$ cat src/rtl/gci_pkg.sv
package gci_pkg;
  localparam int BYTES_PER_SLOT = 4;
  localparam int KIND_W         = $clog2(BYTES_PER_SLOT);
  localparam int KIND_VA        = 0;
  localparam int KIND_VB        = 1;
  localparam int KIND_MON       = 2;
  localparam int KIND_CI        = 3;
endpackage

$ cat src/rtl/gci_frame_timer.sv
module gci_frame_timer #(
  parameter int SLOT_W = 3,
  parameter int KIND_W = 2,
  parameter int BIT_W  = 3
) (
  input  logic              clk_i,
  input  logic              rst_ni,
  input  logic              fsc_i,
  input  logic              dbl_i,
  output logic              synced_o,
  output logic              rise_o,
  output logic [SLOT_W-1:0] slot_o,
  output logic [KIND_W-1:0] kind_o,
  output logic [BIT_W-1:0]  bit_o,
  output logic              smp_o,
  output logic              last_o
);
  localparam int IDX_W = SLOT_W + KIND_W + BIT_W;
  localparam int POS_W = IDX_W + 1;

  logic             fsc_q;
  logic             synced_q;
  logic [POS_W-1:0] pos_q;
  logic [POS_W-1:0] pos_cur;
  logic [IDX_W-1:0] bidx;

  assign rise_o   = fsc_i & ~fsc_q;
  assign pos_cur  = rise_o ? '0 : pos_q;
  assign synced_o = synced_q | rise_o;

  // double rate: each bit spans two clocks
  assign bidx   = dbl_i ? pos_cur[POS_W-1:1] : pos_cur[IDX_W-1:0];
  assign slot_o = bidx[IDX_W-1 -: SLOT_W];
  assign kind_o = bidx[BIT_W +: KIND_W];
  assign bit_o  = bidx[BIT_W-1:0];
  assign smp_o  = synced_o & (~dbl_i | pos_cur[0]);
  assign last_o = smp_o & (&bit_o);

  always_ff @(posedge clk_i or negedge rst_ni) begin
    if (!rst_ni) begin
      fsc_q    <= 1'b0;
      synced_q <= 1'b0;
      pos_q    <= '0;
    end else begin
      fsc_q <= fsc_i;
      if (rise_o) synced_q <= 1'b1;
      if (synced_o) pos_q <= pos_cur + 1'b1;
    end
  end

  AST_FSC_ORIGIN: assert property (@(posedge clk_i) disable iff (!rst_ni)
    rise_o |-> (slot_o == '0 && kind_o == '0 && bit_o == '0));
  AST_DBL_SAMPLE: assert property (@(posedge clk_i) disable iff (!rst_ni)
    (smp_o && dbl_i) |=> !(smp_o && dbl_i));
endmodule

$ cat src/rtl/gci_tx_mux.sv
module gci_tx_mux #(
  parameter int PAIRS  = 4,
  parameter int SLOT_W = 3,
  parameter int KIND_W = 2,
  parameter int BIT_W  = 3,
  parameter int BYTE_W = 8,
  parameter int CI_W   = 6
) (
  input  logic                    clk_i,
  input  logic                    rst_ni,
  input  logic                    synced_i,
  input  logic                    ts_i,
  input  logic [SLOT_W-1:0]       slot_i,
  input  logic [KIND_W-1:0]       kind_i,
  input  logic [BIT_W-1:0]        bit_i,
  input  logic [PAIRS*BYTE_W-1:0] va_i,
  input  logic [PAIRS*BYTE_W-1:0] vb_i,
  input  logic [PAIRS*BYTE_W-1:0] mon_i,
  input  logic [PAIRS*CI_W-1:0]   ci_i,
  input  logic [PAIRS-1:0]        mx_ni,
  input  logic [PAIRS-1:0]        mr_ni,
  output logic                    du_o,
  output logic                    du_oe_o
);
  localparam int NKIND = 1 << KIND_W;

  logic [BYTE_W-1:0] tx_byte [PAIRS][NKIND];
  logic [BYTE_W-1:0] sel;
  logic [BIT_W-1:0]  idx;
  logic              owned;

  for (genvar p = 0; p < PAIRS; p++) begin : g_pair
    assign tx_byte[p][gci_pkg::KIND_VA]  = va_i[p*BYTE_W +: BYTE_W];
    assign tx_byte[p][gci_pkg::KIND_VB]  = vb_i[p*BYTE_W +: BYTE_W];
    assign tx_byte[p][gci_pkg::KIND_MON] = mon_i[p*BYTE_W +: BYTE_W];
    assign tx_byte[p][gci_pkg::KIND_CI]  = {ci_i[p*CI_W +: CI_W], mx_ni[p], mr_ni[p]};
  end

  assign owned   = synced_i & (slot_i[SLOT_W-1] == ts_i);
  assign sel     = tx_byte[slot_i[SLOT_W-2:0]][kind_i];
  assign idx     = BIT_W'(BYTE_W-1) - bit_i;
  assign du_oe_o = owned;
  assign du_o    = owned & sel[idx];

  AST_TX_QUIET: assert property (@(posedge clk_i) disable iff (!rst_ni)
    !du_oe_o |-> !du_o);
  AST_TX_UNSYNCED: assert property (@(posedge clk_i) disable iff (!rst_ni)
    !synced_i |-> !du_oe_o);
endmodule

$ cat src/rtl/gci_rx_demux.sv
module gci_rx_demux #(
  parameter int PAIRS  = 4,
  parameter int SLOT_W = 3,
  parameter int KIND_W = 2,
  parameter int BYTE_W = 8,
  parameter int CI_W   = 6
) (
  input  logic                    clk_i,
  input  logic                    rst_ni,
  input  logic                    ts_i,
  input  logic [SLOT_W-1:0]       slot_i,
  input  logic [KIND_W-1:0]       kind_i,
  input  logic                    smp_i,
  input  logic                    last_i,
  input  logic                    dd_i,
  output logic [PAIRS*BYTE_W-1:0] va_o,
  output logic [PAIRS*BYTE_W-1:0] vb_o,
  output logic [PAIRS*BYTE_W-1:0] mon_o,
  output logic [PAIRS*CI_W-1:0]   ci_o,
  output logic [PAIRS-1:0]        mx_no,
  output logic [PAIRS-1:0]        mr_no,
  output logic                    stb_o,
  output logic [SLOT_W-2:0]       pair_o,
  output logic [KIND_W-1:0]       kind_o
);
  localparam int NKIND = 1 << KIND_W;

  logic [BYTE_W-1:0] rx_q [PAIRS][NKIND];
  logic [BYTE_W-2:0] sr_q;
  logic              stb_q;
  logic [SLOT_W-2:0] pair_q;
  logic [KIND_W-1:0] kind_q;
  logic              wr;

  assign wr = last_i & (slot_i[SLOT_W-1] == ts_i);

  always_ff @(posedge clk_i or negedge rst_ni) begin
    if (!rst_ni) begin
      for (int p = 0; p < PAIRS; p++)
        for (int k = 0; k < NKIND; k++)
          rx_q[p][k] <= '0;
      sr_q   <= '0;
      stb_q  <= 1'b0;
      pair_q <= '0;
      kind_q <= '0;
    end else begin
      if (smp_i) sr_q <= {sr_q[BYTE_W-3:0], dd_i};
      stb_q <= wr;
      if (wr) begin
        rx_q[slot_i[SLOT_W-2:0]][kind_i] <= {sr_q, dd_i};
        pair_q <= slot_i[SLOT_W-2:0];
        kind_q <= kind_i;
      end
    end
  end

  for (genvar p = 0; p < PAIRS; p++) begin : g_out
    assign va_o[p*BYTE_W +: BYTE_W]  = rx_q[p][gci_pkg::KIND_VA];
    assign vb_o[p*BYTE_W +: BYTE_W]  = rx_q[p][gci_pkg::KIND_VB];
    assign mon_o[p*BYTE_W +: BYTE_W] = rx_q[p][gci_pkg::KIND_MON];
    assign ci_o[p*CI_W +: CI_W]      = rx_q[p][gci_pkg::KIND_CI][BYTE_W-1 -: CI_W];
    assign mx_no[p]                  = rx_q[p][gci_pkg::KIND_CI][1];
    assign mr_no[p]                  = rx_q[p][gci_pkg::KIND_CI][0];
  end

  assign stb_o  = stb_q;
  assign pair_o = pair_q;
  assign kind_o = kind_q;

  AST_STB_PULSE: assert property (@(posedge clk_i) disable iff (!rst_ni)
    stb_o |=> !stb_o);
  AST_RX_HOLD: assert property (@(posedge clk_i) disable iff (!rst_ni)
    !stb_o |-> ($stable(va_o) && $stable(vb_o) && $stable(mon_o) && $stable(ci_o)));
endmodule

$ cat src/rtl/gci_slot_if.sv
module gci_slot_if #(
  parameter int SLOTS  = 8,
  parameter int BYTE_W = 8,
  localparam int PAIRS = SLOTS / 2,
  localparam int CI_W  = BYTE_W - 2,
  localparam int PR_W  = $clog2(PAIRS)
) (
  input  logic                    clk_i,
  input  logic                    rst_ni,
  input  logic                    fsc_i,
  input  logic                    dbl_i,
  input  logic                    ts_i,
  input  logic [PAIRS*BYTE_W-1:0] tx_va_i,
  input  logic [PAIRS*BYTE_W-1:0] tx_vb_i,
  input  logic [PAIRS*BYTE_W-1:0] tx_mon_i,
  input  logic [PAIRS*CI_W-1:0]   tx_ci_i,
  input  logic [PAIRS-1:0]        tx_mx_ni,
  input  logic [PAIRS-1:0]        tx_mr_ni,
  input  logic                    dd_i,
  output logic                    du_o,
  output logic                    du_oe_o,
  output logic [PAIRS*BYTE_W-1:0] rx_va_o,
  output logic [PAIRS*BYTE_W-1:0] rx_vb_o,
  output logic [PAIRS*BYTE_W-1:0] rx_mon_o,
  output logic [PAIRS*CI_W-1:0]   rx_ci_o,
  output logic [PAIRS-1:0]        rx_mx_no,
  output logic [PAIRS-1:0]        rx_mr_no,
  output logic                    rx_stb_o,
  output logic [PR_W-1:0]         rx_pair_o,
  output logic [gci_pkg::KIND_W-1:0] rx_kind_o
);
  localparam int SLOT_W = $clog2(SLOTS);
  localparam int KIND_W = gci_pkg::KIND_W;
  localparam int BIT_W  = $clog2(BYTE_W);

  logic              synced;
  logic              rise;
  logic [SLOT_W-1:0] slot;
  logic [KIND_W-1:0] kind;
  logic [BIT_W-1:0]  bitn;
  logic              smp;
  logic              last;

  gci_frame_timer #(.SLOT_W(SLOT_W), .KIND_W(KIND_W), .BIT_W(BIT_W)) u_timer (
    .clk_i, .rst_ni, .fsc_i, .dbl_i,
    .synced_o(synced), .rise_o(rise), .slot_o(slot), .kind_o(kind),
    .bit_o(bitn), .smp_o(smp), .last_o(last)
  );

  gci_tx_mux #(.PAIRS(PAIRS), .SLOT_W(SLOT_W), .KIND_W(KIND_W), .BIT_W(BIT_W),
               .BYTE_W(BYTE_W), .CI_W(CI_W)) u_tx (
    .clk_i, .rst_ni, .synced_i(synced), .ts_i,
    .slot_i(slot), .kind_i(kind), .bit_i(bitn),
    .va_i(tx_va_i), .vb_i(tx_vb_i), .mon_i(tx_mon_i), .ci_i(tx_ci_i),
    .mx_ni(tx_mx_ni), .mr_ni(tx_mr_ni),
    .du_o, .du_oe_o
  );

  gci_rx_demux #(.PAIRS(PAIRS), .SLOT_W(SLOT_W), .KIND_W(KIND_W),
                 .BYTE_W(BYTE_W), .CI_W(CI_W)) u_rx (
    .clk_i, .rst_ni, .ts_i, .slot_i(slot), .kind_i(kind),
    .smp_i(smp), .last_i(last), .dd_i,
    .va_o(rx_va_o), .vb_o(rx_vb_o), .mon_o(rx_mon_o), .ci_o(rx_ci_o),
    .mx_no(rx_mx_no), .mr_no(rx_mr_no),
    .stb_o(rx_stb_o), .pair_o(rx_pair_o), .kind_o(rx_kind_o)
  );

  AST_RESYNC_ORIGIN: assert property (@(posedge clk_i) disable iff (!rst_ni)
    (rise && ts_i == 1'b0) |-> du_oe_o);
endmodule

$ cat config.mk
export PLATFORM = sky130hd
export DESIGN_NAME = gci_slot_if
export DESIGN_NICKNAME = d
export VERILOG_FILES = /design/src/rtl/gci_pkg.sv /design/src/rtl/gci_frame_timer.sv /design/src/rtl/gci_tx_mux.sv /design/src/rtl/gci_rx_demux.sv /design/src/rtl/gci_slot_if.sv
export SDC_FILE = /design/constraint.sdc
export NUM_CORES = 1
export LEC_CHECK = 0
export ABC_CLOCK_PERIOD_IN_PS = 4750
export CORE_ASPECT_RATIO = 1.25
export CORE_MARGIN = 10
export CORE_UTILIZATION = 45
export CTS_CLUSTER_SIZE = 16
export DETAILED_ROUTE_END_ITERATION = 10
export PLACE_DENSITY = 0.86
export SYNTH_ARGS = -nofsm -noshare
export SYNTH_HDL_FRONTEND = slang
export SYNTH_SLANG_ARGS = --single-unit
$ cat constraint.sdc
create_clock -name clk_i -period 4.75 [get_ports clk_i]
set_clock_uncertainty 0.05 [all_clocks]
set_input_delay 0.95 -clock clk_i [delete_from_list [all_inputs] [get_ports clk_i]]
set_output_delay 0.95 -clock clk_i [all_outputs]
set_load 0.05 [all_outputs]
* After elaboration in Yosys (flattened, before gate mapping)
Cells that the tools add are included.
** Operators by class
- $add $sub $neg :: 2
- Magnitude comparators :: 5
- Equal/unequal tests :: 1
- Muxes and demuxes :: 15
- Bitwise operators :: 12
- Reductions and logical operators :: 3
** Operator list (number)
- 128-bit bitwise mux :: 1
- 32-bit two-way mux :: 3
- 32-bit binary-select mux with 2-bit select :: 1
- 32-bit demux with 2-bit select :: 1
- 8-bit two-way mux :: 4
- 8-bit binary-select mux with 2-bit select :: 1
- 8-bit demux with 2-bit select :: 1
- 9-bit by 1-bit adder with 9-bit output, second input constant :: 1
- 9-bit two-way mux :: 1
- 1-bit bitwise AND :: 6
- 3-bit greater-or-equal comparator, second input constant :: 2
- 3-bit by 1-bit < comparator with 1-bit output, second input constant :: 2
- 2-bit NOT with 3-bit output :: 2
- 3-bit by 4-bit < comparator with 1-bit output, second input constant :: 1
- 1-bit binary-select mux with 3-bit select :: 1
- 3-bit AND reduction :: 1
- 3-bit subtractor, first input constant :: 1
- 1-bit logical AND :: 2
- 1-bit NOT :: 2
- 1-bit OR :: 2
- 1-bit == test :: 1
- 1-bit two-way mux :: 1
** Word-level totals
- Register bits :: 151
- Logic and storage cells :: 61

* Longest topological paths before layout
Gate-level depths: netlist of run 1.
- Word-level depth :: 14
- Gate-level depth with buffers :: 10
- Mapped depth without buffers :: 7

* Hierarchy
From an unflattened synthesis of run 1, not the netlist that was laid out.
** Second synthesis, totals
- Cells, all modules :: 534
- Area total of the unflattened synthesis :: 7463.4 µm²
** Modules (own cells, without submodules)
- gci_rx_demux :: instances 1, cells an instance 324, area each 5579.1 µm², sequential area each 3503.4 µm²
- gci_tx_mux :: instances 1, cells an instance 139, area each 1237.4 µm², sequential area each 0.0 µm²
- gci_frame_timer :: instances 1, cells an instance 71, area each 646.9 µm², sequential area each 275.3 µm²

* Least setup slack after synthesis of run 1
OpenSTA, ideal clock, no wires.
- Path kind :: in2out
- From :: in dbl_i
- To :: out du_o
- Data arrival time :: 3.211 ns
- Data required time :: 3.750 ns
- Setup slack :: 0.539 ns
- Stages :: 10
- Cell sequence :: buf_6 > mux2i_1 > nor2_1 > clkbuf_1 > clkbuf_1 > nand2_1 > a32oi_1 > o22ai_1 > o21ai_0 > a22o_1
** On the way
- Longest elaborated chain between the ends :: 11
** Ends and longest elaborated chain
- start, declared :: line gci_slot_if.sv:11 : input logic dbl_i,
- 8-bit two-way mux * :: line gci_frame_timer.sv:32 : assign bidx = dbl_i ? pos_cur[POS_W-1:1] : pos_cur[IDX_W-1:0];
- 2-bit NOT with 3-bit output (implied by the code) :: line gci_tx_mux.sv:40 : assign sel = tx_byte[slot_i[SLOT_W-2:0]][kind_i];
- 32-bit binary-select mux with 2-bit select :: line gci_tx_mux.sv:40
- 32-bit two-way mux (implied by the code) (2 in series) :: line gci_tx_mux.sv:40
- 8-bit binary-select mux with 2-bit select :: line gci_tx_mux.sv:40
- 8-bit two-way mux (implied by the code) (2 in series) :: line gci_tx_mux.sv:40
- 1-bit binary-select mux with 3-bit select :: line gci_tx_mux.sv:43 : assign du_o = owned & sel[idx];
- 1-bit two-way mux (implied by the code) :: line gci_tx_mux.sv:43
- 1-bit bitwise AND * :: line gci_tx_mux.sv:43
- end, declared :: line gci_slot_if.sv:20 : output logic du_o,
Mark *: on every way between the ends. The rest lies on a longest branch, timed or not. The select of a mux whose other input is x is not followed.

* Final worst setup path of run 1
- From :: in fsc_i
- To :: out du_o
** On the way
- Longest elaborated chain between the ends :: 13
** Ends and longest elaborated chain
- start, declared :: line gci_slot_if.sv:10 : input logic fsc_i,
- 1-bit bitwise AND * :: line gci_frame_timer.sv:27 : assign rise_o = fsc_i & ~fsc_q;
- 9-bit two-way mux :: line gci_frame_timer.sv:28 : assign pos_cur = rise_o ? '0 : pos_q;
- 8-bit two-way mux :: line gci_frame_timer.sv:32
- 2-bit NOT with 3-bit output (implied by the code) :: line gci_tx_mux.sv:40
- 32-bit binary-select mux with 2-bit select :: line gci_tx_mux.sv:40
- 32-bit two-way mux (implied by the code) (2 in series) :: line gci_tx_mux.sv:40
- 8-bit binary-select mux with 2-bit select :: line gci_tx_mux.sv:40
- 8-bit two-way mux (implied by the code) (2 in series) :: line gci_tx_mux.sv:40
- 1-bit binary-select mux with 3-bit select :: line gci_tx_mux.sv:43
- 1-bit two-way mux (implied by the code) :: line gci_tx_mux.sv:43
- 1-bit bitwise AND * :: line gci_tx_mux.sv:43
Marked as above.

==> run metrics, run 1 <==
status finished clean; Max-Cap Viols 0; detailed placer's ending HPWL 20.98 mm; drc violations 0; DRT iter0 DRCs 344; power per cell area 315.3 nW/µm²; Setup CP Type in2out; Cells after Synth 602; via count 6156; # H-tree levels 4; vias in the first global route 6675; critical path launch point fsc_i; Relative slew margins 0.4723; post-route antenna net violation count 0; Starting Density 0.4608; Total GRT Usage 0.2437; hold path depth 2; Worst Setup Start Kind input port; Synth Cell Area 7526 µm²; CTS Sinks 151; Routed wire per std cell 24.58 µm; Synth area leader dfrtp_1; Num CTS Buffers 17; final setup margin 298.6 ps; footprint of the multi-input gates 3616 µm²; FF-to-FF Start u_timer.fsc_q; first-pass GRT wire length 41.66 mm; hold-fix buffer count after cts 0; CTS Buffer Depth 2; commonest non-fill, non-tap cell in the layout clkdlybuf4s50_1; setup violators final 0; Detailed Routing Iterations Pass 1 5; syn nets 737; commonest non-fill, non-tap cells in the layout 264 x clkdlybuf4s50_1, 151 x dfrtp_1, 131 x mux2_2; Horiz. Die Dim 135.7 µm; Core Area 16330 µm²; top cells by area, synth dfrtp_1 50%, mux2_2 20%, nor4_4 4.5%; final slew viol count 0; Peak VDD IR 347.9 µV; setup slack, reg-to-reg 1510 ps; RD Place Congestion 1.001; Post-synth EDFFs 0; share of cells above drive strength 1 0.2778; Skew-Pair Late Insertion Delay 410 ps; hold path startpoint u_rx.pair_o[1]; minimum clock period 4451 ps; Critical Path RT 3750 ps; share of the clock period used by the worst path 0.9371; largest net degree at the start of global routing 86; Peak Freq 0.2247 GHz; path depth of the worst reg2reg path 7; final-layout fill cell count 1185; flops & latches, synth 151; Post-synth top flop dfrtp_1; Fin Setup TNS 0 ps; Synth Warn # 0; synth unique cells 52; area grow syn2layout 50.49%; IO buf count 268; final non-filler cell total 1123; synthesized area per cell 12.50 µm²; Clock Pin Slew Worst Setup and Hold Paths 60 ps; Final Hold Fails 0; IO Pins 269; Storage cell area 3779 µm²; drt total wl 27.60 mm; worst r2r dst u_rx.ci_o[10]; critical path peak fanout 9; share of the yosys chip area belonging to registers 0.5021; Finished Core Util 0.6935; die area 22330 µm²; Yosys top cell area share 0.5021; CP arrival 3450 ps; TritonCTS clock tree yes; Root Driver clkbuf_16; nets 1029; Least-Margin Pin Slew 791.5 ps; Setup crit end kind output port; initial antenna violation count 0; placed cell count 1089; Hold Crit Class reg2reg; die height 164.6 µm; DP Worst Slack 58.79 ps; FFs w/ async S/R, synth 1.000; Avg Vias per Cell 5.482; unrepaired setup endpoints after global routing no; total gr overflow 0; Leakage 4.967 nW; Site Rows 52; Hold Path Sink u_rx.pair_o[1]; Ant. Diodes 0
worst max-delay path, cell delays in order:
cell and delay [ps]:
clkdlybuf4s50_1 490, nor2b_2 240, buf_4 180, buf_4 180, a211oi_1 60, buf_4 170, a32o_1 210, a221oi_1 220
a31oi_1 120, a21oi_1 160, a22o_1 280, buf_12 180
power breakdown:
group | switching, W | internal, W
clock network | 0.000561 | 0.000731
logic | 0.000428 | 0.000340
registers | 0.000152 | 0.00136
total | 0.00114 | 0.00243
through the flow:
step / hold slack (ps) / power (W) / instance area (µm²)
6_report: 442.4 / 0.003571 / 11330
4_1_cts: 445.9 / 0.003586 / 11270
5_1_grt: 461.2 / 0.003709 / 11330
2_1_floorplan: 472.5 / 0.001894 / 7526
3_3_place_gp: 414.8 / 0.002288 / 10700
3_5_place_dp: 429.4 / 0.002293 / 10700
area by class of cell:
class                      instances  share of cell area
multi-input combinational        407              0.3193
sequential                       151              0.3336
clock inverter                    15             0.01270
inverter                           3           0.0009943
timing repair buffer             314              0.2720
tap                              216             0.02386
clock buffer                      17             0.03756
state kept, by name, indices dropped and copies added, names as in the netlist, 4 cells and up:
register,cells
u_rx.mx_no,4
u_rx.vb_o,32
u_rx.mon_o,32
u_rx.ci_o,24
u_rx.sr_q,7
u_rx.va_o,32
u_timer.pos_q,9
u_rx.mr_no,4
synthesized netlist by cell type, drive strengths merged (7+ instances only):
cell type and instances:
nand4 7, a211oi 13, and3 16, a32oi 8, nand3 8, mux2i 27, a21oi 11, nand2 65
clkbuf 21, mux2 143, a31oi 8, buf 20, o21ai 12, dfrtp 151, nor4 16, nor2 17
cell families (layout without fill, tap and decap cells):
logic type | count (synthesis) | in the layout | share of synthesized area
and+or+nand+nor | 146 | 146 | 0.1272
adders and majority gates | 1 | 1 | 0.001662
AOI/OAI and AO/OA | 86 | 86 | 0.08512
muxes | 170 | 170 | 0.2544
buffers and inverters | 44 | 349 | 0.02494
DFF | 151 | 151 | 0.5021
xor gates and xnor gates | 4 | 4 | 0.004656
per-layer routing:
layer / part of all wire / track usage / up-vias
li1: - / - / 2816
met1: 0.38 / 0.2687 / 3003
met2: 0.50 / 0.4210 / 283
met3: 0.082 / 0.07933 / 54
met4: 0.038 / 0.1034 / 0
met5: 0 / 0 / -
how the worst max path moves through the flow:
stage / endpoint / cells past startpoint
floorplan: du_o / 10
global placement: du_o / 10
detailed placement: du_o / 10
CTS: du_o / 10
global route: du_o / 12
finish: du_o / 12
what timing repair did:
action	in CTS	in global routing
buffers inserted	0	2
setup endpoints to repair	0	1
resized for setup	0	12
Power figures use the tool's default switching activity.
==> inputs of run 2 (changes only) <==
--- a/config.mk
+++ b/config.mk
@@ -6,6 +6,7 @@
 export NUM_CORES = 1
 export LEC_CHECK = 0
 export ABC_CLOCK_PERIOD_IN_PS = 4750
+export CAP_MARGIN = 10
 export CORE_ASPECT_RATIO = 1.25
 export CORE_MARGIN = 10
 export CORE_UTILIZATION = 45
==> results of run 2 <==
Final layout, timing and power as in run 1 (identical DEF).
==> inputs of run 3 (changes only) <==
--- a/config.mk
+++ b/config.mk
@@ -5,7 +5,6 @@
 export SDC_FILE = /design/constraint.sdc
 export NUM_CORES = 1
 export LEC_CHECK = 0
-export ABC_CLOCK_PERIOD_IN_PS = 4750
 export CAP_MARGIN = 10
 export CORE_ASPECT_RATIO = 1.25
 export CORE_MARGIN = 10
@@ -13,6 +12,7 @@
 export CTS_CLUSTER_SIZE = 16
 export DETAILED_ROUTE_END_ITERATION = 10
 export PLACE_DENSITY = 0.86
+export SLEW_MARGIN = 20
 export SYNTH_ARGS = -nofsm -noshare
 export SYNTH_HDL_FRONTEND = slang
 export SYNTH_SLANG_ARGS = --single-unit
==> results of run 3 <==
Final layout, timing and power as in run 1 (identical DEF).
